File: src/rtl/uart_rx4x_pkg.sv
package uart_rx4x_pkg;
  typedef enum logic [1:0] {
    ST_IDLE,
    ST_START,
    ST_DATA,
    ST_STOP
  } rxState_e;

  // strobes from control to datapath, each valid for one clock
  typedef struct packed {
    logic shiftEn;   // capture the current line sample as the next data bit
    logic pushEn;    // frame finished, queue the assembled byte
    logic stopLow;   // stop bit sampled low on this push
  } rxStrobe_t;
endpackage

File: src/rtl/uart_rx4x_ctrl.sv
module uart_rx4x_ctrl
  import uart_rx4x_pkg::*;
#(
  parameter int TICKS_PER_BIT = 4,
  parameter int DATA_BITS     = 8
) (
  input  logic      clk,
  input  logic      rstN,
  input  logic      tick,
  input  logic      rxBit,
  output rxStrobe_t strobe
);
  localparam int PW = $clog2(TICKS_PER_BIT);
  localparam int BW = $clog2(DATA_BITS);
  localparam logic [PW-1:0] LAST_PHASE = PW'(TICKS_PER_BIT - 1);
  localparam logic [PW-1:0] MID_PHASE  = PW'(TICKS_PER_BIT / 2 - 2);
  localparam logic [BW-1:0] LAST_BIT   = BW'(DATA_BITS - 1);

  rxState_e      state;
  logic [PW-1:0] phase;
  logic [BW-1:0] bitIdx;
  logic          lastHigh;
  logic          atBitEdge;

  always_ff @(posedge clk) begin
    if (!rstN) begin
      state    <= ST_IDLE;
      phase    <= '0;
      bitIdx   <= '0;
      lastHigh <= 1'b1;
    end else if (tick) begin
      lastHigh <= rxBit;
      unique case (state)
        ST_IDLE: begin
          if (!rxBit && lastHigh) begin
            state <= ST_START;
            phase <= '0;
          end
        end
        ST_START: begin
          if (phase == MID_PHASE) begin
            phase  <= '0;
            bitIdx <= '0;
            state  <= rxBit ? ST_IDLE : ST_DATA;
          end else begin
            phase <= phase + PW'(1);
          end
        end
        ST_DATA: begin
          if (phase == LAST_PHASE) begin
            phase <= '0;
            if (bitIdx == LAST_BIT) state <= ST_STOP;
            else bitIdx <= bitIdx + BW'(1);
          end else begin
            phase <= phase + PW'(1);
          end
        end
        ST_STOP: begin
          if (phase == LAST_PHASE) begin
            phase <= '0;
            state <= ST_IDLE;
          end else begin
            phase <= phase + PW'(1);
          end
        end
        default: state <= ST_IDLE;
      endcase
    end
  end

  always_comb begin
    atBitEdge      = tick && (phase == LAST_PHASE);
    strobe.shiftEn = atBitEdge && (state == ST_DATA);
    strobe.pushEn  = atBitEdge && (state == ST_STOP);
    strobe.stopLow = strobe.pushEn && !rxBit;
  end
endmodule

File: src/rtl/uart_rx4x_dp.sv
module uart_rx4x_dp
  import uart_rx4x_pkg::*;
#(
  parameter int          DIV_W     = 16,
  parameter logic [15:0] DIV_INIT  = 16'd3,
  parameter int          DATA_BITS = 8,
  parameter int          DEPTH     = 4
) (
  input  logic                 clk,
  input  logic                 rstN,
  input  logic                 divWrLo,
  input  logic                 divWrHi,
  input  logic [DIV_W/2-1:0]   divWrData,
  input  logic                 serialIn,
  input  rxStrobe_t            strobe,
  input  logic                 popEn,
  input  logic                 clrFrameErr,
  input  logic                 clrOverrunErr,
  output logic                 tick,
  output logic                 rxBit,
  output logic [DATA_BITS-1:0] rdData,
  output logic                 fifoEmpty,
  output logic                 fifoOneLeft,
  output logic                 fifoFull,
  output logic                 frameErr,
  output logic                 overrunErr
);
  localparam int HB = DIV_W / 2;
  localparam int AW = (DEPTH > 1) ? $clog2(DEPTH) : 1;
  localparam int CW = $clog2(DEPTH + 1);

  logic [DIV_W-1:0]     divisor;
  logic [DIV_W-1:0]     divCnt;
  logic [1:0]           syncQ;
  logic [DATA_BITS-1:0] shiftReg;
  logic [DATA_BITS-1:0] mem [DEPTH];
  logic [AW-1:0]        wrPtr;
  logic [AW-1:0]        rdPtr;
  logic [CW-1:0]        count;
  logic                 doPush;
  logic                 doPop;

  function automatic logic [AW-1:0] bumpPtr(input logic [AW-1:0] p);
    return (p == AW'(DEPTH - 1)) ? '0 : p + AW'(1);
  endfunction

  // divisor and tick generator
  always_ff @(posedge clk) begin
    if (!rstN) begin
      divisor <= DIV_W'(DIV_INIT);
      divCnt  <= '0;
    end else begin
      if (divWrLo) divisor[HB-1:0]    <= divWrData;
      if (divWrHi) divisor[DIV_W-1:HB] <= divWrData;
      if (divWrLo || divWrHi || tick) divCnt <= '0;
      else divCnt <= divCnt + DIV_W'(1);
    end
  end
  assign tick = (divCnt == divisor);

  // line synchroniser, idle high
  always_ff @(posedge clk) begin
    if (!rstN) syncQ <= 2'b11;
    else syncQ <= {syncQ[0], serialIn};
  end
  assign rxBit = syncQ[1];

  // data bits arrive least significant first
  always_ff @(posedge clk) begin
    if (!rstN) shiftReg <= '0;
    else if (strobe.shiftEn) shiftReg <= {rxBit, shiftReg[DATA_BITS-1:1]};
  end

  // receive queue
  assign fifoEmpty   = (count == '0);
  assign fifoFull    = (count == CW'(DEPTH));
  assign fifoOneLeft = (count == CW'(DEPTH - 1));
  assign doPush      = strobe.pushEn && !fifoFull;
  assign doPop       = popEn && !fifoEmpty;
  assign rdData      = mem[rdPtr];

  always_ff @(posedge clk) begin
    if (doPush) mem[wrPtr] <= shiftReg;
  end

  always_ff @(posedge clk) begin
    if (!rstN) begin
      wrPtr <= '0;
      rdPtr <= '0;
      count <= '0;
    end else begin
      if (doPush) wrPtr <= bumpPtr(wrPtr);
      if (doPop)  rdPtr <= bumpPtr(rdPtr);
      unique case ({doPush, doPop})
        2'b10:   count <= count + CW'(1);
        2'b01:   count <= count - CW'(1);
        default: count <= count;
      endcase
    end
  end

  // sticky errors: a new event beats a clear
  always_ff @(posedge clk) begin
    if (!rstN) begin
      frameErr   <= 1'b0;
      overrunErr <= 1'b0;
    end else begin
      if (strobe.stopLow) frameErr <= 1'b1;
      else if (clrFrameErr) frameErr <= 1'b0;
      if (strobe.pushEn && fifoFull) overrunErr <= 1'b1;
      else if (clrOverrunErr) overrunErr <= 1'b0;
    end
  end
endmodule

File: src/rtl/uart_rx4x.sv
module uart_rx4x
  import uart_rx4x_pkg::*;
#(
  parameter int          DIV_W     = 16,
  parameter logic [15:0] DIV_INIT  = 16'd3,
  parameter int          DATA_BITS = 8,
  parameter int          DEPTH     = 4,
  parameter int          TICKS     = 4
) (
  input  logic                 clk,
  input  logic                 rstN,
  input  logic                 divWrLo,
  input  logic                 divWrHi,
  input  logic [DIV_W/2-1:0]   divWrData,
  input  logic                 serialIn,
  input  logic                 popEn,
  input  logic                 clrFrameErr,
  input  logic                 clrOverrunErr,
  output logic [DATA_BITS-1:0] rdData,
  output logic                 fifoEmpty,
  output logic                 fifoOneLeft,
  output logic                 fifoFull,
  output logic                 frameErr,
  output logic                 overrunErr
);
  rxStrobe_t strobe;
  logic      tick;
  logic      rxBit;

  uart_rx4x_ctrl #(
    .TICKS_PER_BIT(TICKS),
    .DATA_BITS    (DATA_BITS)
  ) ctrl_i (
    .clk   (clk),
    .rstN  (rstN),
    .tick  (tick),
    .rxBit (rxBit),
    .strobe(strobe)
  );

  uart_rx4x_dp #(
    .DIV_W    (DIV_W),
    .DIV_INIT (DIV_INIT),
    .DATA_BITS(DATA_BITS),
    .DEPTH    (DEPTH)
  ) dp_i (
    .clk          (clk),
    .rstN         (rstN),
    .divWrLo      (divWrLo),
    .divWrHi      (divWrHi),
    .divWrData    (divWrData),
    .serialIn     (serialIn),
    .strobe       (strobe),
    .popEn        (popEn),
    .clrFrameErr  (clrFrameErr),
    .clrOverrunErr(clrOverrunErr),
    .tick         (tick),
    .rxBit        (rxBit),
    .rdData       (rdData),
    .fifoEmpty    (fifoEmpty),
    .fifoOneLeft  (fifoOneLeft),
    .fifoFull     (fifoFull),
    .frameErr     (frameErr),
    .overrunErr   (overrunErr)
  );
endmodule

File: config.mk
export PLATFORM = sky130hd
export DESIGN_NAME = uart_rx4x
export DESIGN_NICKNAME = d
export VERILOG_FILES = /design/src/rtl/uart_rx4x_pkg.sv /design/src/rtl/uart_rx4x_ctrl.sv /design/src/rtl/uart_rx4x_dp.sv /design/src/rtl/uart_rx4x.sv
export SDC_FILE = /design/constraint.sdc
export NUM_CORES = 1
export LEC_CHECK = 0
export BUFFER_PORTS_ARGS = -buffer_cell sky130_fd_sc_hd__buf_2
export CAP_MARGIN = 20
export CORE_MARGIN = 5
export CORE_UTILIZATION = 50
export DETAILED_ROUTE_END_ITERATION = 16
export PLACE_DENSITY = 0.68
export SLEW_MARGIN = 30
export SYNTH_ARGS = -nofsm -noshare
export SYNTH_HDL_FRONTEND = slang
export SYNTH_SLANG_ARGS = --single-unit
File: constraint.sdc
create_clock -name clk -period 3.4 [get_ports clk]
set_input_delay 0.34 -clock clk [delete_from_list [all_inputs] [get_ports clk]]
set_output_delay 0.34 -clock clk [all_outputs]
set_load 0.02 [all_outputs]
## Yosys cells after proc, flatten, opt, wreduce, memory -nomap -nowiden

Memory sizes are Yosys's and may differ from the RTL's. A register that Yosys moved wholly into a read port is not among the register bits.
Cells that the tools add are included.

| word-level totals | value |
|---|---|
| bits in registers | 59 |
| bits in writable memories | 32 |
| bits of input ports | 16 |
| output and inout port bits | 13 |
| memories kept | 1 |

| cells by class | value |
|---|---|
| add/sub/neg operators | 7 |
| eq/ne operators | 18 |
| muxes and demuxes | 26 |
| bitwise operators | 1 |
| reductions and logical operators | 25 |

Memory list:

| memory | words | bits a word | read ports | clocked after memory_dff | wr ports | line | source |
|---|---|---|---|---|---|---|---|
| dp_i.mem | 4 | 8 | 1 | 1 | 1 | uart_rx4x_dp.sv:36 | `logic [DATA_BITS-1:0] mem [DEPTH];` |

Operator list:

| kind | count |
|---|---|
| $mux 2 | 13 |
| $add 16x1->16 const B | 1 |
| $eq 16x16->1 | 1 |
| $eq 2x2->1 const B | 6 |
| $pmux 3 s2 | 2 |
| $ne 2x1->1 const B | 5 |
| $mux 3 | 3 |
| $logic_and 1x1->1 | 8 |
| $pmux 2 s4 | 1 |
| $reduce_bool 2->1 | 4 |
| $add 2x1->2 const B | 3 |
| $add 3x1->3 const B | 2 |
| $eq 3x3->1 const B | 2 |
| $mux 1 | 6 |
| $pmux 2 s3 | 1 |
| $reduce_and 6->1 | 1 |
| $reduce_and 5->1 | 1 |
| $eq 2x1->1 const B | 2 |
| $logic_not 2->1 | 2 |
| $reduce_or 2->1 | 2 |
| $eq 3x2->1 const B | 1 |
| $logic_not 1->1 | 3 |
| $logic_not 3->1 | 1 |
| $sub 3x1->3 const B | 1 |
| other kinds (4) | 5 |

## Longest topological paths before layout

| logic depth | value |
|---|---|
| depth in word-level cells | 6 |
| mapped depth | 12 |

## Cells and area by module

A second synthesis with hierarchy kept.

| second synthesis, totals | value |
|---|---|
| cells, all modules | 342 |
| area, all modules | 4088.9 sq um |

Modules (own cells, without submodules):

| module | times used | cells each | area an instance (sq um) | sequential area each (sq um) |
|---|---|---|---|---|
| uart_rx4x_dp | 1 | 282 | 3557.2 | 2021.9 |
| uart_rx4x_ctrl | 1 | 60 | 531.8 | 160.2 |

## Worst setup path before layout

Ideal clock, no wire load.

| timing | value |
|---|---|
| path type | register to register |
| from | register dp_i.divCnt[2] |
| to | register dp_i.count[2] |
| setup time | 0.071 ns |
| data arrival time | 2.307 ns |
| slack | 1.022 ns |
| cell stages (with the launch flop) | 13 |
| path buffers | 1 |
| clock period less this slack | 2.378 ns |
| path through | dfxtp_1 > buf_2 > xor2_1 > nor4_2 > nand4_1 > nor3_2 > inv_1 > ha_1 > inv_1 > fa_1 > xor2_1 > or3_1 > a21oi_1 |

| on the way | value |
|---|---|
| word-level cells in the longest chain between the ends | 6 |
| elaborated cells on any way between the ends | 8 |

Ends and longest elaborated chain:

| item | line | source |
|---|---|---|
| from (decl) | uart_rx4x_dp.sv:33 | `logic [DIV_W-1:0] divCnt;` |
| from (signal assigned) | uart_rx4x_dp.sv:56 | `else divCnt <= divCnt + DIV_W'(1);` |
| $eq 16x16->1 * | uart_rx4x_dp.sv:59 | `assign tick = (divCnt == divisor);` |
| $logic_and 1x1->1 * | uart_rx4x_ctrl.sv:72 | `atBitEdge = tick && (phase == LAST_PHASE);` |
| $logic_and 1x1->1 * | uart_rx4x_ctrl.sv:74 | `strobe.pushEn = atBitEdge && (state == ST_STOP);` |
| $logic_and 1x1->1 * | uart_rx4x_dp.sv:78 | `assign doPush = strobe.pushEn && !fifoFull;` |
| $eq 2x1->1 or $eq 2x2->1 (tied branches) | uart_rx4x_dp.sv:94 | `unique case ({doPush, doPop})` |
| $pmux 3 s2 or $reduce_bool 2->1 (tied branches) | -- |  |
| to (signal assigned) | uart_rx4x_dp.sv:95 | `2'b10: count <= count + CW'(1);` |
| to (signal assigned) | uart_rx4x_dp.sv:96 | `2'b01: count <= count - CW'(1);` |
| to (signal assigned) | uart_rx4x_dp.sv:97 | `default: count <= count;` |
| to (decl) | uart_rx4x_dp.sv:39 | `logic [CW-1:0] count;` |

Every way passes the cells marked *; elsewhere a longest branch is shown, timed or not.
A chain may end at the register's enable or synchronous reset.

## Final worst setup path

| timing | value |
|---|---|
| from | register dp_i.divCnt[9] |
| to | register dp_i.count[2] |

The elaborated chain is that of the path after synthesis.

==> results.py <==
metrics = {
    "clock_network": {
        "cts-hold-fix-buffers": 0,
        "cts_buffer_depth": 2,
        "cts_buffers": 9,
        "ctsResizeCount": 0,
        "clock_sinks": 93,
        "clock_latency_ns": 0.36,
        "cts_tree": "done",
        "clk_pin_slew_ns": 0.09,
        "htree_levels": 3,
        "post_cts_buffers": 0,
        "cts_root_buf": "clkbuf_8",
    },
    "sta": {
        "finalHoldViolations": 0,
        "rsz0062_at_grt": "no",
        "finalSetupViolations": 0,
        "fmax_mhz": 353,
        "slew_violations": 0,
        "finalClockSkew_ns": 0.0126,
        "fin_crit_ns": 2.83,
        "hold_ws_ns": 0.153,
        "fin_crit_sh": 0.833,
        "tightest_slew_ns": 0.599,
        "tns_ns": 0,
        "slew_headroom": 0.597,
    },
    "yosys": {
        "avgSynthCellArea_um2": 11.7,
        "ys_seq_area_frac": 0.541,
        "synth_top_cell_area_share": 0.303,
        "synth_area_um2": 4030,
        "synthTopCellsByArea": "dfxtp_1 (30%), edfxtp_1 (24%), mux2i_1 (7.4%), xor2_1 (5.2%), mux4_2 (4.5%)",
        "yosys_warnings": 0,
        "yosys.area.top_type": "dfxtp_1",
        "synth_fp_nets": 374,
        "ys.flop_type": "dfxtp_1",
        "synth-edff-count": 32,
        "syn_inst": 345,
        "async_flop_share": 0,
        "synth.ff_latch_count": 93,
        "synth_cell_types": 39,
    },
    "die": {
        "core_area_um2": 7810,
        "die_h_um": 99.8,
        "io_pins": 29,
        "die_w_um": 99.8,
        "num_rows": 32,
        "initial_core_util": 0.517,
        "die_area_um2": 9960,
    },
    "cells_and_area": {
        "register_area_um2": 2180,
        "stdcell_count": 478,
        "final_cell_mix": "dfxtp_1 (61), nor2_1 (33), edfxtp_1 (32), mux2i_1 (30), buf_2 (28)",
        "fill_cells": 681,
        "layout-drive-gt1-share": 0.197,
        "area_growth_pct": 10.5,
        "antenna_cells": 0,
        "multiInputGateArea_um2": 1720,
        "mostFrequentLayoutCell": "dfxtp_1",
        "fin_nets": 400,
    },
    "worst_hold_path": {
        "hp-class": "in -> reg",
    },
    "global_routing": {
        "grt_pass1_wl_um": 12300,
        "grt_antenna_before_repair": 0,
        "grt_overflow": 0,
        "grt_pass1_vias": 2456,
        "grt_use_total": 0.160,
        "grt_max_degree": 29,
    },
    "routing": {
        "wl_um": 7250,
        "ant_nets": 0,
        "dr.pass1.iters": 4,
        "vias_per_cell": 5.17,
        "drt-initial-drc-count": 184,
        "vias": 2471,
        "routedWlPerCell_um": 15.2,
        "drc": 0,
    },
    "setup_path": {
        "critical_path_class": "reg -> reg",
        "cp-end-kind": "register",
        "cp_max_fo": 12,
        "cp.required_ns": 3.69,
        "startpoint_type": "register",
        "cp.arrival_ns": 3.12,
    },
    "power_and_ir_drop": {
        "ir_drop_v": 0.000172,
        "powerDensity_nw_per_um2": 459,
        "leakagePower_uw": 0.00169,
    },
    "place": {
        "dp.final_hpwl_um": 5130,
        "placedCellCount": 462,
        "gp_congestion": 0.874,
        "portBuffers": 28,
    },
    "status": {
        "outcome": "finished clean",
    },
    "flow_run": {
        "drv_cap": 0,
    },
}
[cell usage after synthesis, types with 2 or more instances]
library cell  number
dfxtp_1           61
buf_2              3
inv_1             13
a21oi_1            6
nor4_2             4
mux2i_1           30
buf_1              3
and3_1             7
nor2_4             8
o22ai_1            2
o21ai_0            8
or3_1              4
nor2_2             2
mux4_2             8
and2_1             6
xnor2_1            8
nand4_1            4
nand3_1            9
nand2b_1           6
clkbuf_1           8
nor3_1             4
edfxtp_1          32
nand3b_1           2
nand2_1           26
ha_1              12
xor2_1            24
nor2_1            33
[sequential cells by signal (all words and copies together), names as in the netlist, named ones only]
register,cells
dp_i.wrPtr,2
dp_i.divCnt,16
dp_i.syncQ,2
dp_i.rdPtr,2
dp_i.overrunErr,1
ctrl_i.state,1
dp_i.count,3
dp_i.frameErr,1
ctrl_i.phase,2
ctrl_i.bitIdx,3
dp_i.mem,32
ctrl_i.lastHigh,1
dp_i.shiftReg,8
dp_i.divisor,16
[cell families (layout without fill, tap and decap cells)]
kind of cell    Yosys count  count (layout)  share of synthesized area
compound gates           20              20                     0.0288
xor+xnor                 32              32                     0.0695
fa+ha+maj                13              13                     0.0422
buf+inv                  29              60                     0.0338
flops                    93              93                      0.541
mux                      38              38                      0.119
simple gates            120             120                      0.166
[layout make-up]
class	instances	area share
well taps	102	0.0286
inverters	13	0.0109
multi-input cells	223	0.385
flip-flops and latches	93	0.490
repair buffers	31	0.0365
clock inverters	7	0.0216
clock buffers	9	0.0278
[worst paths after layout]
path,startpoint,to,slack [ns],depth (start not counted)
min reg2reg,dp_i.syncQ[0],dp_i.syncQ[1],0.41,1
max,dp_i.divCnt[9],dp_i.count[2],0.57,12
max reg2reg,dp_i.divCnt[9],dp_i.count[2],0.57,12
min,serialIn,dp_i.syncQ[0],0.15,2
[critical path: stages (launching register included)]
cell	delay [ns]
dfxtp_1	0.43
xor2_1	0.10
nor4_2	0.35
nand4_1	0.14
buf_4	0.20
nor3_2	0.40
inv_1	0.09
ha_1	0.22
inv_1	0.08
fa_1	0.18
xor2_1	0.08
or3_1	0.32
a21oi_1	0.15
[power breakdown]
group | switching (uW) | internal [uW]
Clock | 390 | 417
Sequential | 10.4 | 1150
Combinational | 42.1 | 30.8
Total | 443 | 1600
[per-layer routing]
metal,vias to the layer above,wire [um],track usage,part of all wire
li1,1243,-,-,-
met1,1175,3690,0.237,0.51
met2,46,3170,0.225,0.44
met3,7,317,0.0507,0.044
met4,0,70,0.0473,0.0097
met5,-,0,0,0
[per-stage QoR]
step,power (uW),utilization,setup WS [ns],area (um^2)
finish,2040,0.571,0.567,4460
global route,2130,0.571,0.265,4460
CTS,2060,0.571,0.537,4460
detailed placement,1260,0.543,0.590,4240
global placement,1260,0.543,0.735,4240
floorplan,1240,-,1.02,4030
Power figures use the tool's default switching activity.
